$ cat src/rtl/fce_pkg.sv
package fce_pkg;

  typedef enum logic [2:0] {
    ST_IDLE,
    ST_LAUNCH,
    ST_POLL,
    ST_WREN,
    ST_MAIN,
    ST_HOLD,
    ST_DESEL
  } fce_state_e;

  localparam logic [7:0] OP_WREN = 8'h06;
  localparam logic [7:0] OP_RDSR = 8'h05;

  // total frame length, opcode included: 1..9
  function automatic logic [3:0] clamp_total(input logic [3:0] n);
    if (n == 4'd0) return 4'd1;
    if (n > 4'd9)  return 4'd9;
    return n;
  endfunction

  // chunk length in payload bytes: 1..8
  function automatic logic [3:0] clamp_chunk(input logic [3:0] n);
    if (n == 4'd0) return 4'd1;
    if (n > 4'd8)  return 4'd8;
    return n;
  endfunction

  function automatic logic [7:0] pick_byte(input logic [63:0] w, input logic [2:0] idx);
    return w[{idx, 3'b000} +: 8];
  endfunction

endpackage

$ cat src/rtl/fce_bit_shifter.sv
module fce_bit_shifter #(
  parameter int unsigned HALF_CYC = 2
) (
  input  logic       clk,
  input  logic       rst_n,
  input  logic       go,
  input  logic [7:0] tx,
  input  logic       miso,
  output logic       sck,
  output logic       mosi,
  output logic       done,
  output logic [7:0] rx
);
  localparam int unsigned DIVW = (HALF_CYC > 1) ? $clog2(HALF_CYC) : 1;
  localparam logic [DIVW-1:0] DIV_LAST = DIVW'(HALF_CYC - 1);

  logic            act;
  logic [DIVW-1:0] div;
  logic [2:0]      bitc;
  logic [7:0]      sh;

  always_ff @(posedge clk) begin
    if (!rst_n) begin
      act  <= 1'b0;
      div  <= '0;
      bitc <= '0;
      sh   <= '0;
      rx   <= '0;
      sck  <= 1'b0;
      done <= 1'b0;
    end else begin
      done <= 1'b0;
      if (go && !act) begin
        act  <= 1'b1;
        sh   <= tx;
        div  <= '0;
        bitc <= '0;
        sck  <= 1'b0;
      end else if (act) begin
        if (div == DIV_LAST) begin
          div <= '0;
          if (!sck) begin
            sck <= 1'b1;
            rx  <= {rx[6:0], miso};
          end else begin
            sck <= 1'b0;
            if (bitc == 3'd7) begin
              act  <= 1'b0;
              done <= 1'b1;
            end else begin
              bitc <= bitc + 3'd1;
              sh   <= {sh[6:0], 1'b0};
            end
          end
        end else begin
          div <= div + 1'b1;
        end
      end
    end
  end

  assign mosi = sh[7];

endmodule

$ cat src/rtl/fce_data_regs.sv
module fce_data_regs #(
  parameter int unsigned NBYTES = 8,
  localparam int unsigned IW = $clog2(NBYTES)
) (
  input  logic                  clk,
  input  logic                  rst_n,
  input  logic                  load,
  input  logic [NBYTES*8-1:0]   ld_data,
  input  logic                  wr,
  input  logic [IW-1:0]         wr_idx,
  input  logic [7:0]            wr_byte,
  output logic [NBYTES*8-1:0]   q
);
  always_ff @(posedge clk) begin
    if (!rst_n) begin
      q <= '0;
    end else if (load) begin
      q <= ld_data;
    end else if (wr) begin
      q[{wr_idx, 3'b000} +: 8] <= wr_byte;
    end
  end
endmodule

$ cat src/rtl/fce_gap_timer.sv
module fce_gap_timer #(
  parameter int unsigned GAP_CYC = 4
) (
  input  logic clk,
  input  logic rst_n,
  input  logic kick,
  output logic fire
);
  localparam int unsigned CW = (GAP_CYC > 1) ? $clog2(GAP_CYC) : 1;
  localparam logic [CW-1:0] CNT_LAST = CW'(GAP_CYC - 1);

  logic          run;
  logic [CW-1:0] cnt;

  always_ff @(posedge clk) begin
    if (!rst_n) begin
      run  <= 1'b0;
      cnt  <= '0;
      fire <= 1'b0;
    end else begin
      fire <= 1'b0;
      if (kick) begin
        run <= 1'b1;
        cnt <= '0;
      end else if (run) begin
        if (cnt == CNT_LAST) begin
          run  <= 1'b0;
          fire <= 1'b1;
        end else begin
          cnt <= cnt + 1'b1;
        end
      end
    end
  end
endmodule

$ cat src/rtl/flash_cmd_engine.sv
module flash_cmd_engine
  import fce_pkg::*;
#(
  parameter int unsigned HALF_CYC = 2,
  parameter int unsigned GAP_CYC  = 4
) (
  input  logic        clk,
  input  logic        rst_n,
  input  logic        start,
  input  logic [7:0]  opcode,
  input  logic [3:0]  total_len,
  input  logic [31:0] wdata_lo,
  input  logic [31:0] wdata_hi,
  input  logic        wren_first,
  input  logic        wait_idle,
  input  logic        io2_level,
  input  logic        io3_level,
  input  logic        long_mode,
  input  logic        cont,
  input  logic [3:0]  cont_len,
  input  logic        cont_final,
  output logic [31:0] rdata_lo,
  output logic [31:0] rdata_hi,
  output logic [7:0]  dev_status,
  output logic        ready,
  output logic        busy,
  output logic        ongoing,
  output logic        spi_sck,
  output logic        spi_csn,
  output logic        spi_mosi,
  input  logic        spi_miso,
  output logic        spi_io2,
  output logic        spi_io3
);
  fce_state_e st;
  logic [7:0] op_q, txb_q, sh_rx;
  logic [3:0] len_q, seg_len, bidx;
  logic       dofs, pend_poll, pend_wren, final_q, fin_q;
  logic       go_q, kick_q, sh_done, gap_fire;
  logic [63:0] dq;

  // named internal events
  logic       start_ok, cont_ok, seg_end, dr_wr;
  logic [3:0] nxt_idx;
  logic [2:0] wr_sel, nxt_sel;

  assign start_ok = (st == ST_IDLE) && start;
  assign cont_ok  = (st == ST_HOLD) && cont;
  assign nxt_idx  = bidx + 4'd1;
  assign seg_end  = (nxt_idx == seg_len);
  assign wr_sel   = bidx[2:0] - {2'b00, dofs};
  assign nxt_sel  = nxt_idx[2:0] - {2'b00, dofs};
  assign dr_wr    = (st == ST_MAIN) && sh_done && (bidx >= {3'b000, dofs});

  fce_bit_shifter #(.HALF_CYC(HALF_CYC)) u_shift (
    .clk(clk), .rst_n(rst_n), .go(go_q), .tx(txb_q), .miso(spi_miso),
    .sck(spi_sck), .mosi(spi_mosi), .done(sh_done), .rx(sh_rx)
  );

  fce_data_regs #(.NBYTES(8)) u_dregs (
    .clk(clk), .rst_n(rst_n), .load(start_ok | cont_ok),
    .ld_data({wdata_hi, wdata_lo}), .wr(dr_wr), .wr_idx(wr_sel),
    .wr_byte(sh_rx), .q(dq)
  );

  fce_gap_timer #(.GAP_CYC(GAP_CYC)) u_gap (
    .clk(clk), .rst_n(rst_n), .kick(kick_q), .fire(gap_fire)
  );

  always_ff @(posedge clk) begin
    if (!rst_n) begin
      st         <= ST_IDLE;
      op_q       <= '0;
      txb_q      <= '0;
      len_q      <= 4'd1;
      seg_len    <= 4'd1;
      bidx       <= '0;
      dofs       <= 1'b1;
      pend_poll  <= 1'b0;
      pend_wren  <= 1'b0;
      final_q    <= 1'b1;
      fin_q      <= 1'b0;
      go_q       <= 1'b0;
      kick_q     <= 1'b0;
      spi_csn    <= 1'b1;
      ready      <= 1'b0;
      ongoing    <= 1'b0;
      dev_status <= '0;
      spi_io2    <= 1'b1;
      spi_io3    <= 1'b1;
    end else begin
      go_q   <= 1'b0;
      kick_q <= 1'b0;
      ready  <= 1'b0;
      case (st)
        ST_IDLE: if (start) begin
          op_q      <= opcode;
          len_q     <= clamp_total(total_len);
          pend_poll <= wait_idle;
          pend_wren <= wren_first;
          final_q   <= !long_mode;
          ongoing   <= long_mode;
          spi_io2   <= io2_level;
          spi_io3   <= io3_level;
          st        <= ST_LAUNCH;
        end
        ST_LAUNCH: begin
          spi_csn <= 1'b0;
          go_q    <= 1'b1;
          bidx    <= '0;
          if (pend_poll) begin
            st <= ST_POLL; txb_q <= OP_RDSR; seg_len <= 4'd2;
          end else if (pend_wren) begin
            st <= ST_WREN; txb_q <= OP_WREN; seg_len <= 4'd1;
          end else begin
            st <= ST_MAIN; txb_q <= op_q; seg_len <= len_q; dofs <= 1'b1;
          end
        end
        ST_POLL, ST_WREN, ST_MAIN: if (sh_done) begin
          if (!seg_end) begin
            bidx  <= nxt_idx;
            go_q  <= 1'b1;
            txb_q <= (st == ST_MAIN) ? pick_byte(dq, nxt_sel) : 8'h00;
          end else if (st == ST_MAIN && !final_q) begin
            st    <= ST_HOLD;
            ready <= 1'b1;
          end else begin
            spi_csn <= 1'b1;
            kick_q  <= 1'b1;
            st      <= ST_DESEL;
            fin_q   <= (st == ST_MAIN);
            if (st == ST_POLL) begin
              dev_status <= sh_rx;
              pend_poll  <= sh_rx[0];
            end
            if (st == ST_WREN) pend_wren <= 1'b0;
          end
        end
        ST_HOLD: if (cont) begin
          seg_len <= clamp_chunk(cont_len);
          dofs    <= 1'b0;
          bidx    <= '0;
          final_q <= cont_final;
          go_q    <= 1'b1;
          txb_q   <= wdata_lo[7:0];
          st      <= ST_MAIN;
        end
        ST_DESEL: if (gap_fire) begin
          if (fin_q) begin
            st      <= ST_IDLE;
            ready   <= 1'b1;
            ongoing <= 1'b0;
          end else begin
            st <= ST_LAUNCH;
          end
        end
        default: st <= ST_IDLE;
      endcase
    end
  end

  assign busy     = (st != ST_IDLE) && (st != ST_HOLD);
  assign rdata_lo = dq[31:0];
  assign rdata_hi = dq[63:32];

endmodule

$ cat config.mk
export PLATFORM = sky130hd
export DESIGN_NAME = flash_cmd_engine
export DESIGN_NICKNAME = d
export VERILOG_FILES = /design/src/rtl/fce_pkg.sv /design/src/rtl/fce_bit_shifter.sv /design/src/rtl/fce_data_regs.sv /design/src/rtl/fce_gap_timer.sv /design/src/rtl/flash_cmd_engine.sv
export SDC_FILE = /design/constraint.sdc
export NUM_CORES = 1
export LEC_CHECK = 0
export ABC_AREA = 1
export BUFFER_PORTS_ARGS = -buffer_cell sky130_fd_sc_hd__buf_2
export CAP_MARGIN = 20
export CORE_MARGIN = 8
export CORE_UTILIZATION = 28
export CTS_BUF_LIST = sky130_fd_sc_hd__clkbuf_4 sky130_fd_sc_hd__clkbuf_8 sky130_fd_sc_hd__clkbuf_16
export CTS_CLUSTER_DIAMETER = 200
export DETAILED_ROUTE_END_ITERATION = 12
export GPL_ROUTABILITY_DRIVEN = 0
export PLACE_DENSITY = 0.59
export SLEW_MARGIN = 10
export SYNTH_ARGS = -nofsm -noshare
export SYNTH_HDL_FRONTEND = slang
export SYNTH_SLANG_ARGS = --single-unit
$ cat constraint.sdc
create_clock -name clk -period 6 [get_ports clk]
set_input_delay 0 -clock clk [delete_from_list [all_inputs] [get_ports clk]]
set_output_delay 0 -clock clk [all_outputs]
set_load 0.1 [all_outputs]
==> flow_summary.ini, run 1 <==
[route]
routed_via_density = 4.86
detail_route.iter0.violations = 675
sum_of_routed_wire_length_over_all_layers_um = 28300
detail-route-antenna-nets = 0
post-route-drc-count = 0
routed_wire_length_per_instance_um = 16.3
firstDrtPassIters = 5
routed-via-count = 8426

[setup_path]
critical_path_arrival_ns = 3.57
r2r-start = bidx[0]
rrSetupSlack_ns = 2.71
max_stage_delay_ns = 0.52
crit_path_max_fanout = 30
worst_setup_path_startpoint = bidx[0]
cp-end-kind = register
crit_path_top_delay_cell = sky130_fd_sc_hd__ha_1
critical_path.n_buffers_inverters = 4
crit_chain = inv_1 > ha_1 > buf_16 > clkinv_1 > nor2_1 > ha_1 > inv_1 > nor3_1 > o21ai_1 > or2_1 > nand2_4 > nand2_1 > a21oi_1
ff2ff_path_depth = 13
crit_path_leading_delay_family = simple AND/OR/NAND/NOR gates
worst_setup_path_start_kind = register
r2r_end = u_dregs.q[36]
crit_type = register to register
cp.required_ns = 6.28

[die]
std_cell_rows = 60
die_height_um = 179
die_width_um = 179
coreArea_um2 = 26600
starting_density_pct = 28.1
fp.dieArea_um2 = 32200
number_of_top_level_pins = 171

[clocking]
cts_tree = built
cts_buffers = 17
clk-insertion-delay-late_ns = 0.43
cts-resized-gates = 0
worst_setup_hold_path_clk_slew_ns = 0.06
clock_tree.buffer_depth = 2
htree_num_levels = 4
clock-root-buffer = sky130_fd_sc_hd__clkbuf_16
number_of_clock_sinks = 142

[timing]
timing.fmax_mhz = 304
setup_violators_final = 0
report.final.slew_viol_count = 0
min_period_over_period_pct = 54.8
final.min_clock_period_ns = 3.29
tightestPinTransition_ns = 1.04
setup_total_negative_slack_ns = 0
rsz0062_at_grt = no
hold-worst-slack_ns = -0.00243
report.final.hold_viol_count = 1
clock_skew_ns = 0.0125
relSlewSlack_pct = 30.2

[logic_synthesis]
synth.top_cells.by_area = sky130_fd_sc_hd__dfxtp_1 (38%), sky130_fd_sc_hd__nand2_1 (21%), sky130_fd_sc_hd__nand3_1 (8.1%)
synth_commonest_cells = sky130_fd_sc_hd__nand2_1 (425), sky130_fd_sc_hd__dfxtp_1 (142), sky130_fd_sc_hd__nand3_1 (121)
synthesis.yosys.warnings = 0
synth_edf_count = 0
postSynth.asyncResetShare_pct = 0
synth_top_cell_area_share_pct = 38.0
synth_top_area_cell = sky130_fd_sc_hd__dfxtp_1
synth_area_per_cell_um2 = 6.49
yosys_most_used_dff = sky130_fd_sc_hd__dfxtp_1
synthCells = 1152
synthMostInstantiatedCell = sky130_fd_sc_hd__nand2_1
synth-seq-cells = 142
nets_in_the_synthesized_netlist = 1252
mappedNetlistArea_um2 = 7480
synth.yosys.seq_area_share_pct = 38.0
number_of_different_library_cells_in_the_post_synthesis_netlist = 43

[global_routing]
grt_max_usage_layer = met2
antenna_violations_before_repair = 2
grt_use_met1_pct = 22.1
grtUsageMet2_pct = 26.8
globalRoute.totalOverflow = 0
grt_pass1_wl_um = 43900
vias_in_the_first_global_route = 7960
grt_usage_pct = 17.0
pin_count_of_the_biggest_net_entering_global_routing = 74
grtUsageMet3_pct = 4.54

[job]
cap_violations = 0

[finish]
num-nets-final = 1478
post_route_cells_drive_above_1_share_pct = 17.7
syn_to_final_growth_pct = 33.0
post-route-util_pct = 37.4

[placement]
dp_hpwl_um = 21200
port-buffer-count = 170

[power_and_ir_drop]
worst_ir_drop_vdd_uv = 182
power-per-cell-area_nw_per_um2 = 446
total_leakage_power_nw = 4.39

[worst_hold_path]
hold_class = input port to register
worst_hold_startpoint = wdata_hi[6]
worstHoldPathCells = 5
whs_endpoint = u_dregs.q[38]

[status]
failed_checks = negative hold slack
run_status = finished, violations left
[worst reg2reg max path: cells and delay by family (launching register included)]
kind,cells,cell delay (ns)
and+or+nand+nor,5,0.89
adders and majority gates,2,0.84
buffers and inverters,4,0.58
DFF,1,0.48
AOI/OAI and AO/OA,2,0.34
[worst max-delay path by stage]
| stage | cells after the start | slack (ns) | end |
|---|---|---|---|
| 6_report | 13 | 2.71 | u_dregs.q[36] |
| 3_3_place_gp | 12 | 2.36 | u_dregs.q[35] |
| 2_1_floorplan | 16 | 3.41 | u_dregs.q[32] |
| 5_1_grt | 11 | 2.42 | u_dregs.q[6] |
| 3_5_place_dp | 12 | 2.27 | u_dregs.q[48] |
| 4_1_cts | 12 | 2.24 | u_dregs.q[36] |
[power by group]
| part | switching (mW) | internal, mW | leakage (nW) |
|---|---|---|---|
| clock network | 0.439 | 0.557 | 0.262 |
| registers | 0.140 | 1.08 | 1.15 |
| logic | 1.64 | 0.576 | 2.98 |
| total | 2.22 | 2.22 | 4.39 |
[cell type report]
| class | instances | area [um2] |
|---|---|---|
| inverter | 87 | 327 |
| sequential | 142 | 2840 |
| tap | 341 | 427 |
| clock inverter | 12 | 88.8 |
| clock buffer | 20 | 460 |
| fill | 2865 | 16600 |
| timing repair buffer | 257 | 1730 |
| antenna | 2 | 5.00 |
| multi-input combinational | 873 | 4070 |
[kinds of logic after synthesis]
kind of cell	synth area share, %
and+or+nand+nor	38.2
DFF	38.0
AOI/OAI and AO/OA	14.2
adders and majority gates	1.51
xor gates and xnor gates	0.469
buffers and inverters	7.68
[what timing repair did]
item,in CTS,in global routing
buffers inserted,0,0
hold buffers,83,0
endpoints found under the hold margin,80,0
[cells in the final DEF, fill, tap and decap left out, drive strengths merged]
cell type    netlist  routed
a211o              1       1
a211oi             1       1
a21oi             92      92
a22oi              9       9
a311oi             6       6
a31oi             11      11
a32oi              1       1
and2               1       1
buf               23     174
clkbuf            27      20
clkinv             7      13
clkinvlp           0       4
dfxtp            142     142
diode              0       2
dlygate4sd3        0      83
ha                 9       9
inv               80      82
nand2            430     430
nand3            122     122
nand4             10      10
nor2              97      97
nor3               5       5
nor3b              2       2
o211ai             9       9
o21a               1       1
o21ai             57      57
or2                5       5
xnor2              2       2
xor2               2       2
[per-stage QoR]
stage	area [um2]	power, mW	worst slack, ns	instances
2_1_floorplan	7480	2.91	3.41	1152
3_3_place_gp	8540	3.35	2.36	1616
3_5_place_dp	8540	3.37	2.27	1616
4_1_cts	9920	4.41	2.24	1731
5_1_grt	9950	4.72	2.42	1734
6_report	9950	4.44	2.71	1734
[flip-flops by register name (all words and copies together), names as in the netlist, 2 cells and up]
signal	flops
u_dregs.q	64
dev_status	8
op_q	8
txb_q	8
u_shift.rx	8
u_shift.sh	8
bidx	4
len_q	4
seg_len	4
st	3
u_shift.bitc	3
u_gap.cnt	2
[layer usage]
| layer | vias up | routed length [um] |
|---|---|---|
| met5 | - | 0 |
| met4 | 0 | 638 |
| met3 | 45 | 2160 |
| met2 | 346 | 12600 |
| met1 | 3818 | 12900 |
| li1 | 4217 | - |
No activity file was read; power rests on OpenSTA's default activity.
==> run 2: changes to the inputs <==
--- a/config.mk
+++ b/config.mk
@@ -14,7 +14,7 @@
 export CTS_CLUSTER_DIAMETER = 200
 export DETAILED_ROUTE_END_ITERATION = 12
 export GPL_ROUTABILITY_DRIVEN = 0
-export PLACE_DENSITY = 0.59
+export PLACE_DENSITY = 0.61
 export SLEW_MARGIN = 10
 export SYNTH_ARGS = -nofsm -noshare
 export SYNTH_HDL_FRONTEND = slang
==> constraint.sdc (replaced) <==
create_clock -name clk -period 2.8 [get_ports clk]
set_input_delay 0 -clock clk [delete_from_list [all_inputs] [get_ports clk]]
set_output_delay 0 -clock clk [all_outputs]
set_load 0.1 [all_outputs]
==> run 2 against run 1 <==
Worst hold slack improved by 0.012 ns. Total power is 130% higher. Largest cell class unchanged. Utilization grew 1.2 points. Maximum frequency increased by 33%. Global-route usage rose by 0.30 points. Final cell count increased by 1.3%. Clock skew fell by 0.00088 ns. The run now ends clean. Critical path type unchanged.
==> flow_summary.ini, run 2 (same netlist as run 1, synthesis figures left out) <==
[route]
routed_wire_length_per_instance_um = 16.4
routed_via_density = 4.85
routed-via-count = 8524
sum_of_routed_wire_length_over_all_layers_um = 28900
firstDrtPassIters = 7
detail_route.iter0.violations = 936
post-route-drc-count = 0
detail-route-antenna-nets = 0

[clocking]
clock_tree.buffer_depth = 2
post_cts.repair.setup_buffers = 0
clock-root-buffer = sky130_fd_sc_hd__clkbuf_16
cts_tree = built
worst_setup_hold_path_clk_slew_ns = 0.07
cts_buffers = 17
number_of_clock_sinks = 142
htree_num_levels = 4
clk-insertion-delay-late_ns = 0.42

[placement]
placed_cells_incl_taps = 1637
detailed_place.area_um2 = 8710
place_ws_ns = 0.215
dp_hpwl_um = 21300
port-buffer-count = 170

[setup_path]
ff2ff_path_depth = 15
worst_setup_path_startpoint = bidx[0]
r2r_end = u_dregs.q[30]
rrSetupSlack_ns = 0.33
critical_path_arrival_ns = 2.76
r2r-start = bidx[0]
cp.required_ns = 3.09
worst_setup_path_start_kind = register
cp-end-kind = register
crit_type = register to register
crit_path_max_fanout = 9

[timing]
timing.fmax_mhz = 405
min_period_over_period_pct = 88.3
relSlewSlack_pct = 57.3
hold-worst-slack_ns = 0.00972
setup_ws_ns = 0.329
setup_violators_final = 0
report.final.slew_viol_count = 0
report.final.hold_viol_count = 0
rsz0062_at_grt = no
final.min_clock_period_ns = 2.47
clock_skew_ns = 0.0116
setup_total_negative_slack_ns = 0
tightestPinTransition_ns = 0.638

[global_routing]
vias_in_the_first_global_route = 8122
grt_usage_pct = 17.3
grt_pass1_wl_um = 44500
antenna_violations_before_repair = 2
pin_count_of_the_biggest_net_entering_global_routing = 94
globalRoute.totalOverflow = 0

[finish]
syn_to_final_growth_pct = 37.2
stdcell_count = 1756
postLayoutCellArea_um2 = 10300
num-nets-final = 1500
post_route_cells_drive_above_1_share_pct = 19.0
largest_reg_flops = 64
multi_input_comb_area_um2 = 4080
layout.cells.most_common = sky130_fd_sc_hd__nand2_1
ff_latch_area_um2 = 2840
post-route-util_pct = 38.6
number_of_inserted_filler_cells_in_the_final_layout = 2841
register_bank_with_the_most_flops = u_dregs.q
final_cell_mix = sky130_fd_sc_hd__nand2_1 (425), sky130_fd_sc_hd__buf_2 (170), sky130_fd_sc_hd__dfxtp_1 (142), sky130_fd_sc_hd__nand3_1 (121), sky130_fd_sc_hd__a21oi_1 (90)

[die]
coreArea_um2 = 26600
die_width_um = 179
die_height_um = 179
starting_density_pct = 28.1
fp.dieArea_um2 = 32200
std_cell_rows = 60
number_of_top_level_pins = 171

[status]
run_status = finished clean

[job]
cap_violations = 0

[worst_hold_path]
whs_endpoint = u_dregs.q[58]
worst_hold_startpoint = wdata_hi[26]
worstHoldPathCells = 5
hold_class = input port to register

[power_and_ir_drop]
total_leakage_power_nw = 4.57
power-per-cell-area_nw_per_um2 = 998
post-layout-total-power_mw = 10.2
worst_ir_drop_vdd_uv = 419
## run 2: layout make-up
cell class,instances,share of cell area [%]
Tap cell,341,4.16
Inverter,87,3.18
Clock inverter,12,2.24
Timing Repair Buffer,279,18.5
Multi-Input combinational cell,873,39.8
Sequential cell,142,27.7
Antenna cell,2,0.0488
Clock buffer,20,4.43
## run 2: how the worst max path moves through the flow
| stage | end | slack [ns] |
|---|---|---|
| floorplan | u_dregs.q[32] | 0.21 |
| global placement | u_dregs.q[33] | 0.27 |
| detailed placement | u_dregs.q[38] | 0.22 |
| CTS | u_dregs.q[38] | 0.19 |
| global route | u_dregs.q[56] | 0.07 |
| finish | u_dregs.q[30] | 0.33 |
## run 2: repair_timing
action	in CTS	in global routing
hold buffers	85	0
endpoints found under the hold margin	81	0
resized for setup	0	2
endpoints found under the setup margin	0	8
## run 2: report_power, final
group / switching (mW) / internal, mW / total (mW)
registers: 0.271 / 2.32 / 2.59
clock network: 0.941 / 1.73 / 2.67
logic: 3.64 / 1.35 / 4.98
## run 2: critical path: stages, from the launching register on
cell                      delay, ns
sky130_fd_sc_hd__dfxtp_1       0.33
sky130_fd_sc_hd__inv_1         0.06
sky130_fd_sc_hd__ha_1          0.19
sky130_fd_sc_hd__ha_1          0.21
sky130_fd_sc_hd__inv_1         0.06
sky130_fd_sc_hd__nand2_1       0.04
sky130_fd_sc_hd__nand2_1       0.13
sky130_fd_sc_hd__inv_2         0.08
sky130_fd_sc_hd__ha_4          0.17
sky130_fd_sc_hd__nor3_1        0.36
sky130_fd_sc_hd__nand2_1       0.13
sky130_fd_sc_hd__nor2_2        0.14
sky130_fd_sc_hd__buf_4         0.19
sky130_fd_sc_hd__nor2_4        0.07
sky130_fd_sc_hd__nand2_1       0.09
sky130_fd_sc_hd__a31oi_1       0.08
## run 2: per-layer routing
| metal | part of all wire [%] | vias to the layer above | GRT usage (%) |
|---|---|---|---|
| met4 | 3.9 | 0 | 8.87 |
| met5 | 0 | - | 0 |
| met3 | 7.4 | 67 | 4.29 |
| met1 | 45 | 3846 | 22.3 |
| li1 | - | 4250 | - |
| met2 | 43 | 361 | 26.3 |
